===== config.mk =====
export PLATFORM = sky130hd
export DESIGN_NAME = rtc_bcd_regfile
export DESIGN_NICKNAME = d
export VERILOG_FILES = /design/src/rtl/rtcb_pkg.sv /design/src/rtl/rtc_stage.sv /design/src/rtl/rtc_time_chain.sv /design/src/rtl/rtc_snapshot.sv /design/src/rtl/rtc_bcd_regfile.sv
export SDC_FILE = /design/constraint.sdc
export NUM_CORES = 1
export LEC_CHECK = 0
export BUFFER_PORTS_ARGS = -buffer_cell sky130_fd_sc_hd__buf_2
export CAP_MARGIN = 10
export CORE_MARGIN = 2
export CORE_UTILIZATION = 30
export DETAILED_ROUTE_END_ITERATION = 16
export GPL_TIMING_DRIVEN = 1
export SETUP_SLACK_MARGIN = 0.3
export SYNTH_ARGS = -nofsm -noshare
export SYNTH_HDL_FRONTEND = slang
export SYNTH_SLANG_ARGS = --single-unit

===== constraint.sdc =====
create_clock -name clk -period 7.2 [get_ports clk]
set_input_delay 1.8 -clock clk [delete_from_list [all_inputs] [get_ports clk]]
set_output_delay 1.8 -clock clk [all_outputs]
set_load 0.02 [all_outputs]

===== src/rtl/rtcb_pkg.sv =====
package rtcb_pkg;

    localparam int NUM_REGS = 8;
    localparam int REG_W    = 8;
    localparam int IDX_W    = $clog2(NUM_REGS);

    localparam int IX_HUND  = 0;
    localparam int IX_SEC   = 1;
    localparam int IX_MIN   = 2;
    localparam int IX_HOUR  = 3;
    localparam int IX_DOW   = 4;
    localparam int IX_DATE  = 5;
    localparam int IX_MONTH = 6;
    localparam int IX_YEAR  = 7;

    localparam int HR_MODE12_BIT = 7;
    localparam int HR_PM_BIT     = 5;
    localparam int DOW_HALT_BIT  = 5;
    localparam int DOW_RSTIG_BIT = 4;

    typedef logic [REG_W-1:0] regbyte_t;
    typedef logic [NUM_REGS-1:0][REG_W-1:0] regset_t;

    // Bits kept on write; the rest are dropped and read as zero.
    function automatic regbyte_t keep_mask(input int idx);
        case (idx)
            IX_SEC, IX_MIN: return 8'h7F;
            IX_HOUR:        return 8'hBF;
            IX_DOW:         return 8'h37;
            IX_DATE:        return 8'h3F;
            IX_MONTH:       return 8'h1F;
            default:        return 8'hFF;
        endcase
    endfunction

    // Power-on content: clock halted, reset pin ignored, 01/01 day 1.
    function automatic regbyte_t reset_value(input int idx);
        case (idx)
            IX_DOW:           return 8'h31;
            IX_DATE, IX_MONTH: return 8'h01;
            default:          return 8'h00;
        endcase
    endfunction

    function automatic regset_t reset_set();
        regset_t s;
        for (int i = 0; i < NUM_REGS; i++) begin
            s[i] = reset_value(i);
        end
        return s;
    endfunction

    function automatic logic [7:0] bcd_bin(input regbyte_t b);
        return ({4'h0, b[7:4]} * 8'd10) + {4'h0, b[3:0]};
    endfunction

    function automatic regbyte_t bcd_inc(input regbyte_t b);
        if (b[3:0] >= 4'd9) begin
            return {b[7:4] + 4'd1, 4'h0};
        end
        return {b[7:4], b[3:0] + 4'd1};
    endfunction

    // Last valid date (binary) for a BCD month and BCD year.
    function automatic logic [7:0] month_last(input regbyte_t mon, input regbyte_t yr);
        logic [7:0] m;
        logic [7:0] y;
        m = bcd_bin(mon);
        y = bcd_bin(yr);
        case (m)
            8'd2:                      return (y[1:0] == 2'b00) ? 8'd29 : 8'd28;
            8'd4, 8'd6, 8'd9, 8'd11:   return 8'd30;
            default:                   return 8'd31;
        endcase
    endfunction

    // Advance the hours byte by one; bit 8 of the result is the day carry.
    function automatic logic [8:0] hour_step(input regbyte_t hr);
        regbyte_t   nx;
        logic       carry;
        logic [7:0] val;
        nx    = hr;
        carry = 1'b0;
        if (hr[HR_MODE12_BIT]) begin
            val = bcd_bin({3'b000, hr[4:0]});
            if (val == 8'd11) begin
                nx[4:0]       = 5'h12;
                nx[HR_PM_BIT] = ~hr[HR_PM_BIT];
                carry         = hr[HR_PM_BIT];
            end else if (val >= 8'd12) begin
                nx[4:0] = 5'h01;
            end else if (hr[3:0] >= 4'd9) begin
                nx[4]   = 1'b1;
                nx[3:0] = 4'h0;
            end else begin
                nx[3:0] = hr[3:0] + 4'd1;
            end
        end else begin
            val = bcd_bin({2'b00, hr[5:0]});
            if (val >= 8'd23) begin
                nx[5:0] = 6'h00;
                carry   = 1'b1;
            end else if (hr[3:0] >= 4'd9) begin
                nx[5:4] = hr[5:4] + 2'd1;
                nx[3:0] = 4'h0;
            end else begin
                nx[3:0] = hr[3:0] + 4'd1;
            end
        end
        nx[6] = 1'b0;
        return {carry, nx};
    endfunction

endpackage


===== src/rtl/rtc_stage.sv =====
module rtc_stage
    import rtcb_pkg::*;
(
    input  logic             clk,
    input  logic             rst_n,
    input  logic             we_i,
    input  logic [IDX_W-1:0] idx_i,
    input  regbyte_t         data_i,
    output regset_t          stage_o
);

    typedef struct packed {
        regset_t bytes;
    } stage_state_t;

    stage_state_t st_d, st_q;
    logic [NUM_REGS-1:0] hit;

    for (genvar g = 0; g < NUM_REGS; g++) begin : g_hit
        assign hit[g] = we_i && (idx_i == IDX_W'(g));
    end

    always_comb begin
        st_d = st_q;
        for (int i = 0; i < NUM_REGS; i++) begin
            if (hit[i]) begin
                st_d.bytes[i] = data_i & keep_mask(i);
            end
        end
    end

    always_ff @(posedge clk or negedge rst_n) begin
        if (!rst_n) begin
            st_q.bytes <= reset_set();
        end else begin
            st_q <= st_d;
        end
    end

    assign stage_o = st_q.bytes;

endmodule


===== src/rtl/rtc_time_chain.sv =====
module rtc_time_chain
    import rtcb_pkg::*;
(
    input  logic    clk,
    input  logic    rst_n,
    input  logic    tick_i,
    input  logic    load_i,
    input  regset_t load_set_i,
    output regset_t live_o
);

    typedef struct packed {
        regset_t regs;
    } chain_state_t;

    chain_state_t st_d, st_q;

    logic       advance;
    logic       c_hund, c_sec, c_min, c_hour, c_date, c_month;
    logic [8:0] hr_next;
    logic [7:0] last_day;
    logic [2:0] dow_cur;

    always_comb begin
        st_d     = st_q;
        advance  = tick_i && !st_q.regs[IX_DOW][DOW_HALT_BIT];
        hr_next  = hour_step(st_q.regs[IX_HOUR]);
        last_day = month_last(st_q.regs[IX_MONTH], st_q.regs[IX_YEAR]);
        dow_cur  = st_q.regs[IX_DOW][2:0];

        c_hund  = bcd_bin(st_q.regs[IX_HUND]) >= 8'd99;
        c_sec   = c_hund && (bcd_bin(st_q.regs[IX_SEC]) >= 8'd59);
        c_min   = c_sec && (bcd_bin(st_q.regs[IX_MIN]) >= 8'd59);
        c_hour  = c_min && hr_next[8];
        c_date  = c_hour && (bcd_bin(st_q.regs[IX_DATE]) >= last_day);
        c_month = c_date && (bcd_bin(st_q.regs[IX_MONTH]) >= 8'd12);

        if (load_i) begin
            st_d.regs = load_set_i;
        end else if (advance) begin
            st_d.regs[IX_HUND] = c_hund ? 8'h00 : bcd_inc(st_q.regs[IX_HUND]);
            if (c_hund) begin
                st_d.regs[IX_SEC] = c_sec ? 8'h00 : bcd_inc(st_q.regs[IX_SEC]);
            end
            if (c_sec) begin
                st_d.regs[IX_MIN] = c_min ? 8'h00 : bcd_inc(st_q.regs[IX_MIN]);
            end
            if (c_min) begin
                st_d.regs[IX_HOUR] = hr_next[7:0];
            end
            if (c_hour) begin
                st_d.regs[IX_DOW][2:0] = (dow_cur >= 3'd7) ? 3'd1 : dow_cur + 3'd1;
                st_d.regs[IX_DATE]     = c_date ? 8'h01 : bcd_inc(st_q.regs[IX_DATE]);
            end
            if (c_date) begin
                st_d.regs[IX_MONTH] = c_month ? 8'h01 : bcd_inc(st_q.regs[IX_MONTH]);
            end
            if (c_month) begin
                st_d.regs[IX_YEAR] = (bcd_bin(st_q.regs[IX_YEAR]) >= 8'd99) ? 8'h00
                                                                             : bcd_inc(st_q.regs[IX_YEAR]);
            end
        end
    end

    always_ff @(posedge clk or negedge rst_n) begin
        if (!rst_n) begin
            st_q.regs <= reset_set();
        end else begin
            st_q <= st_d;
        end
    end

    assign live_o = st_q.regs;

endmodule


===== src/rtl/rtc_snapshot.sv =====
module rtc_snapshot
    import rtcb_pkg::*;
(
    input  logic             clk,
    input  logic             rst_n,
    input  logic             snap_i,
    input  regset_t          live_i,
    input  logic [IDX_W-1:0] rd_idx_i,
    output regset_t          snap_o,
    output regbyte_t         rd_data_o
);

    typedef struct packed {
        regset_t held;
    } snap_state_t;

    snap_state_t st_d, st_q;

    always_comb begin
        st_d = st_q;
        if (snap_i) begin
            st_d.held = live_i;
        end
    end

    always_ff @(posedge clk or negedge rst_n) begin
        if (!rst_n) begin
            st_q.held <= reset_set();
        end else begin
            st_q <= st_d;
        end
    end

    assign snap_o    = st_q.held;
    assign rd_data_o = st_q.held[rd_idx_i];

endmodule


===== src/rtl/rtc_bcd_regfile.sv =====
module rtc_bcd_regfile
    import rtcb_pkg::*;
(
    input  logic             clk,
    input  logic             rst_n,
    input  logic             tick_i,
    input  logic             stg_we_i,
    input  logic [IDX_W-1:0] stg_idx_i,
    input  logic [REG_W-1:0] stg_data_i,
    input  logic             commit_i,
    input  logic             snap_i,
    input  logic [IDX_W-1:0] rd_idx_i,
    output logic [REG_W-1:0] rd_data_o,
    output logic             halted_o,
    output logic             rstpin_ignore_o
);

    regset_t stage_set;
    regset_t live_set;
    regset_t snap_set;

    rtc_stage u_stage (
        .clk     (clk),
        .rst_n   (rst_n),
        .we_i    (stg_we_i),
        .idx_i   (stg_idx_i),
        .data_i  (stg_data_i),
        .stage_o (stage_set)
    );

    rtc_time_chain u_chain (
        .clk        (clk),
        .rst_n      (rst_n),
        .tick_i     (tick_i),
        .load_i     (commit_i),
        .load_set_i (stage_set),
        .live_o     (live_set)
    );

    rtc_snapshot u_snap (
        .clk       (clk),
        .rst_n     (rst_n),
        .snap_i    (snap_i),
        .live_i    (live_set),
        .rd_idx_i  (rd_idx_i),
        .snap_o    (snap_set),
        .rd_data_o (rd_data_o)
    );

    assign halted_o        = live_set[IX_DOW][DOW_HALT_BIT];
    assign rstpin_ignore_o = live_set[IX_DOW][DOW_RSTIG_BIT];

endmodule


==> summary.md, run 1 <==
| Metric | Value |
|---|---|
| Status | completed |
| Multi-input gate area | 5940 sq um |
| Post_cts resized | 0 |
| Synth Flop Type | dfrtp_1 |
| Setup violators final | 0 |
| Library cells used by synthesis | 85 |
| CP max stage delay | 0.58 ns |
| Die extent in x | 192 um |
| Max Fclk | 200 MHz |
| Worst path top cell family by delay | multiplexers |
| HPWL after DPL | between 15,000 and 20,000 um |
| Pin count of the biggest net entering global routing | between 70 and 80 |
| Async S/R FF share, synth | 100% |
| Clk root buf | clkbuf_16 |
| Initial antenna violation count | 5 |
| Bufs on Longest Clock Path | 2 |
| Met2 GRT Util | 23.5% |
| Worst path bufs/invs | 2 |
| Vias in the first global route | 7,569 |
| Clk sinks | 173 |
| Cell Chain, Critical Path | buf_2 > mux4_2 > mux2_2 > buf_2 |
| Post-DRT Antenna Nets | 0 |
| Final core utilization | between 30% and 40% |
| Post-CTS Hold Buffers | 0 |
| GRT Max-Usage Layer | met2 |
| GR Util met3 | between 2 and 3% |
| Port Buf Inserts | 29 |
| Post-DR wirelength/cell | 18.5 um |
| Final Power | 5.17 mW |
| Global-route wire length before repair | 43,500 um |
| VDD IR max | 0.000233 V |
| WP data required | 5.40 ns |
| Fin. Hold Viols | 0 |
| P_sw | 2.19 mW |
| Clock-pin slew on the worst setup and hold paths | 0.07 ns |
| Vias per cell | 5.31 |
| Clk_skew | between 0.01 and 0.015 ns |
| Row count | 69 |
| Clock power share | 17.8% |
| Post-synth EDFFs | 0 |
| Top cell type's share of synthesized area | ~37% |
| Rel. slew slack | 31.5% |
| Worst Tran Pin Value | 1.02 ns |
| Period utilization | 69.6% |
| Crit-path most repeated cell | buf_2 |
| Pre-Repair DR Iteration Count | 5 |
| H-tree levels | 4 |
| Reg power frac | between 30 and 40% |
| Register area share after synthesis | between 40 and 50% |
| Worst Path Class, Setup | in2out |
| Critical Path Slowest Stage Cell | mux4_2 |
| Share of layout cells above drive strength 1 | roughly a quarter |
| Remaining DRCs | 0 |
| Iter 0 DRT Violations | 405 |
| M1 GR Usage | 21.7% |
| GRT Util Overall | 15.3% |
| Max-cap violations | 0 |
| Synthesis-to-layout area growth | 11.5% |
| Post-CTS setup buffers | 0 |
| Pleak | 5.17 nW |
| FF+latch area | roughly 4300 sq um |
| Initial core utilization | 30.2% |
| Most frequent cells in the layout | dfrtp_1 (158), mux2_2 (127), ha_1 (77) |
| CP Data Arrival Time | 3.21 ns |
| Total power divided by cell area | between 400 and 500 nW/um^2 |
| Core Region | between 30,000 and 40,000 sq um |
| Pint | ~3.0 mW |
| Fin. max-slew vios | 0 |
| Worst Hold Slack | around 0.51 ns |
| Synth Cell Area | 10,700 sq um |
| Hold crit path type | reg2reg |
| Yosys reg bits | 173 |
| Mean Syn Cell Area | 11.1 sq um |
| Worst skew pair latency | 0.43 ns |
| Most common cell after layout, fill and taps aside | dfrtp_1 |
| WL final | 27,000 um |
| Die ar. | 37,000 sq um |
| Via count | 7,756 |
| Fillers | 3,494 |
| RSZ-0062 raised after global routing | false |
| Fin cells | roughly 1,500 |
| I/O pin cnt | 30 |
| Routability cong. | 0.815 |
| Yosys warns | 0 |
| Num CTS Buffers | 17 |
| Cell taking the most area after synthesis | dfrtp_1 |
| Die Y | 192 um |
| Grt ovf | 0 |
| Syn_nets | about 1,100 |
| Comb power frac | between 40% and 50% |
| Placed insts | 1,425 |
| Largest cells by area after synthesis | dfrtp_1 (37%), mux2_2 (13%), ha_1 (9.0%), dfstp_2 (3.7%), a21oi_1 (3.3%) |
| CTS tree | yes |
| Post-synthesis instance total | a little under 1,000 |
| CP Launch Type | input port |
| NumNets Final | ~1,100 |
| Crit-path max FO | 18 |
| CP Capture Type | primary output |
| Sw Share | between 40 and 50% |
| Setup TNS | 0 ns |
| Min Clock Period, post-route | 5.01 ns |
## power groups by stage
stage / clock network, mW / registers (mW) / logic (mW)
6_report: 0.919 / 1.85 / 2.40
5_1_grt: 0.985 / 1.90 / 2.73
4_1_cts: 0.940 / 1.85 / 2.40
3_5_place_dp: 0 / 1.86 / 2.38
3_3_place_gp: 0 / 1.86 / 2.31
2_1_floorplan: 0 / 1.60 / 1.96
## flip-flops by register name (all words and copies together), names as in the netlist
register         cells
u_chain.live_o      60
u_stage.stage_o     53
u_snap.snap_o       60
## Yosys cell counts, types with 12 or more instances
| cell | number |
|---|---|
| o22ai_1 | 14 |
| dfrtp_1 | 158 |
| clkbuf_1 | 20 |
| nor2_1 | 42 |
| dfstp_2 | 15 |
| o21ai_0 | 35 |
| nor3_1 | 14 |
| a21o_1 | 13 |
| nand3_1 | 20 |
| nand2_1 | 52 |
| fa_1 | 13 |
| mux4_2 | 12 |
| a21oi_1 | 70 |
| mux2_2 | 127 |
| inv_1 | 55 |
| ha_1 | 77 |
## layout make-up
cell class / count / share of cell area (%)
Inverter: 56 / 1.77
Multi-Input combinational cell: 697 / 50.0
Tap cell: 461 / 4.85
Sequential cell: 173 / 36.6
Timing Repair Buffer: 38 / 1.84
Antenna cell: 3 / 0.0632
Clock buffer: 19 / 3.73
Clock inverter: 13 / 1.18
## path summary, 6_finish.rpt
kind                                  endpoint                start  cells after the start  slack, ns
setup reg to reg            u_chain.live_o[61]   u_chain.live_o[53]                     16       2.84
hold / removal             u_stage.stage_o[52]  u_stage.stage_o[52]                      1       0.51
max in group asynchronous    u_snap.snap_o[10]                rst_n                      2       4.74
min in group asynchronous  u_stage.stage_o[63]                rst_n                      1       1.20
hold reg to reg            u_stage.stage_o[52]  u_stage.stage_o[52]                      1       0.51
setup / recovery                  rd_data_o[0]          rd_idx_i[0]                      4       2.19
## metal layers
metal,part of all wire [%],routed length (um),vias up
met4,2.3,627,4
met3,4.3,1150,36
met2,45,12000,159
li1,-,-,3632
met5,0.078,21,-
met1,49,13200,3925
## kinds of logic (layout without fill, tap and decap cells)
family | after synthesis | count (layout) | synth area share, %
other | 0 | 3 | 0
AO/OA/AOI/OAI | 249 | 249 | 16.4
buffers and inverters | 91 | 126 | 3.48
flip-flops | 173 | 173 | 40.8
XOR/XNOR | 16 | 16 | 1.46
multiplexers | 146 | 146 | 16.6
adder cells (fa/ha/maj) | 90 | 90 | 11.5
AND/OR/NAND/NOR | 196 | 196 | 9.77
## stage by stage
| stage | setup WS (ns) | cell area [sq um] |
|---|---|---|
| 2_1_floorplan | 1.89 | 10700 |
| 3_3_place_gp | 2.21 | 11300 |
| 3_5_place_dp | 2.18 | 11300 |
| 4_1_cts | 2.17 | 11900 |
| 5_1_grt | 2.09 | 11900 |
| 6_report | 2.19 | 11900 |
Note: power is estimated with default switching activity, not from simulation.
==> run 2, diff against run 1 <==
- clock period: 7.2 -> 4.4 ns (I/O delays scaled with it)
==> summary.md, run 2 (synthesized netlist as in run 1, its figures left out) <==
| Metric | Value |
|---|---|
| H-tree levels | 4 (unchanged) |
| Reg2Reg Depth | 17 (+1) |
| WP data required | 4.72 ns (-0.68 ns) |
| Setup TNS | 0 ns (unchanged) |
| Hold crit path type | reg2reg |
| Worst skew pair latency | 0.44 ns (about the same) |
| Flop-to-flop setup slack | 0.49 ns (-2.35 ns) |
| CTS tree | yes |
| Routability cong. | 0.795 (-2.4%) |
| Clk root buf | clkbuf_16 |
| Sw Share | 41.9% (-0.41 points) |
| Die extent in x | 192 um (unchanged) |
| Period utilization | 88.9% |
| Wl on met1 | 13,000 um (-1.2%) |
| Setup violators final | 0 (unchanged) |
| Clock-pin slew on the worst setup and hold paths | 0.07 ns (about the same) |
| Via count | 7,814 (+0.75%) |
| Global-route wire length before repair | 43,800 um (+0.76%) |
| Most frequent cells in the layout | dfrtp_1 (158), mux2_2 (127), ha_1 (76) |
| Crit-path max FO | 5 (-13) |
| Vias per cell | 5.25 (-1.1%) |
| Core Region | 35,300 sq um (unchanged) |
| Status | completed |
| Worst Tran Pin Value | 1.04 ns (+0.0241 ns) |
| Fin. Hold Viols | 0 (unchanged) |
| Clk_skew | 0.0115 ns (+0.000766 ns) |
| WL final | 27,200 um (+0.53%) |
| Top sig layer | met5 |
| Die ar. | 37,000 sq um (unchanged) |
| Pint | 5.02 mW (+68%) |
| Comb power frac | 49.0% (+2.5 points) |
| Rel. slew slack | 29.8% (-1.6 points) |
| Cell depth of the worst hold path | 2 (+1) |
| VDD IR max | 0.000254 V (+9.0%) |
| Fin. max-slew vios | 0 (unchanged) |
| Post-CTS Hold Buffers | 0 (unchanged) |
| Final core utilization | 34.5% (+0.83 points) |
| I/O pin cnt | 30 (unchanged) |
| Hold path endpoint | u_chain.live_o[12] |
| NumNets Final | 1,121 (+2.6%) |
| Remaining DRCs | 0 (unchanged) |
| Num CTS Buffers | 17 (unchanged) |
| GRT Util Overall | 15.3% (-0.016 points) |
| Max Fclk | between 200 and 300 MHz |
| Met2 routed WL | 12,600 um (+4.7%) |
| Most common cell after layout, fill and taps aside | dfrtp_1 |
| Min Clock Period, post-route | 3.91 ns |
| Initial core utilization | 30.2% (unchanged) |
| CP Launch Type | flip-flop |
| Post-DR wirelength/cell | 18.3 um (-1.4%) |
| FF-to-FF End | u_chain.live_o[47] |
| Pre-Repair DR Iteration Count | 5 (unchanged) |
| Worst Path Class, Setup | reg2reg |
| CP Capture Type | flip-flop |
| Iter 0 DRT Violations | 440 (+8.6%) |
| RSZ-0062 raised after global routing | true |
| R2r startpoint | u_chain.live_o[53] |
| Final Power | 8.63 mW (+67%) |
| Reg power frac | 33.2% (-2.5 points) |
| Pin count of the biggest net entering global routing | 76 (-3.8%) |
| Bufs on Longest Clock Path | 2 (unchanged) |
| Fillers | 3,486 (-0.23%) |
| Clk sinks | 173 (unchanged) |
| Port Buf Inserts | 29 (unchanged) |
| Synthesis-to-layout area growth | 14.3% |
| Post-DRT Antenna Nets | 0 (unchanged) |
| HPWL after DPL | 19,600 um (-1.1%) |
| Die Y | 192 um (unchanged) |
| P_sw | 3.62 mW (+65%) |
| Met3 wire length | 1060 um (-8.3%) |
| Row count | 69 (unchanged) |
| Vias in the first global route | 7,798 (+3.0%) |
| Clock power share | 17.8% (about the same) |
| Hold Startpoint | u_stage.stage_o[12] |
| Initial antenna violation count | 5 (unchanged) |
| Total power divided by cell area | 709 nW/um^2 (+63%) |
| Pleak | 5.33 nW (+3.1%) |
| CP Data Arrival Time | 4.23 ns (+1.02 ns) |
| Share of layout cells above drive strength 1 | 27.2% (+2.4 points) |
| Grt ovf | 0 (unchanged) |
| Max-cap violations | 0 (unchanged) |
==> run 2: cell count changes in the layout (fill, tap and decap cells not counted), sizes merged <==
cell      delta
buf         +28
clkinvlp     -4
inv          +4
==> run 2: worst max-delay path, stage by stage, from the launching register on <==
cell	delay (ns)
dfrtp_1	0.38
ha_1	0.30
ha_2	0.21
fa_2	0.58
xor3_1	0.22
nor2_1	0.09
mux2_2	0.16
o21a_1	0.12
o21ai_0	0.09
ha_1	0.28
nand2b_1	0.09
a21oi_1	0.06
o311a_1	0.33
a2bb2oi_4	0.16
buf_12	0.14
a21oi_2	0.09
a211o_1	0.27
a22o_1	0.22
==> run 2: worst max path at each step <==
stage                                    end  slack, ns          startpoint  cells after the start
final                     u_chain.live_o[47]       0.49  u_chain.live_o[53]                     17
after global routing      u_chain.live_o[47]       0.29  u_chain.live_o[53]                     17
after CTS                 u_chain.live_o[47]       0.32  u_chain.live_o[53]                     16
after detailed placement  u_chain.live_o[60]       0.25  u_chain.live_o[53]                     16
after global placement    u_chain.live_o[60]       0.31  u_chain.live_o[53]                     16
after floorplan                 rd_data_o[4]       0.49         rd_idx_i[0]                      4
==> run 2: final cells by class <==
type	count	area, sq um	area share (%)
Timing Repair Buffer	66	467	3.83
Antenna cell	3	7.51	0.0617
Inverter	56	210	1.73
Tap cell	461	577	4.74
Clock buffer	19	433	3.56
Sequential cell	173	4350	35.7
Multi-Input combinational cell	697	5980	49.1
Clock inverter	13	155	1.27
==> run 2: power groups by stage <==
stage               Sequential [mW]  Combinational, mW  Clock [mW]
finish                         2.86               4.23        1.54
global route                   2.96               4.77        1.63
CTS                            2.86               4.15        1.56
detailed placement             2.88               4.10           0
global placement               2.87               4.00           0
floorplan                      2.62               3.21           0
==> run 2: routing by layer <==
metal  global-route usage (%)  up-vias
li1                         -     3682
met1                     21.1     3940
met2                     24.3      151
met3                     2.98       37
met4                     4.79        4
met5                        0        -
==> run 2: what timing repair did <==
item,CTS,global route
setup endpoints to repair,5,24
resized for setup,2,4
hold endpoints to repair,0,0
pin swaps,2,5
buffers inserted,3,9
==> run 2: per-stage QoR <==
stage	worst slack, ns	hold WS, ns	std cells	area (sq um)
after floorplan	0.487	0.455	961	10700
after global placement	0.313	0.473	1441	11400
after detailed placement	0.248	0.477	1441	11400
after CTS	0.320	0.493	1476	12000
after global routing	0.286	0.518	1486	12200
final	0.487	0.492	1488	12200
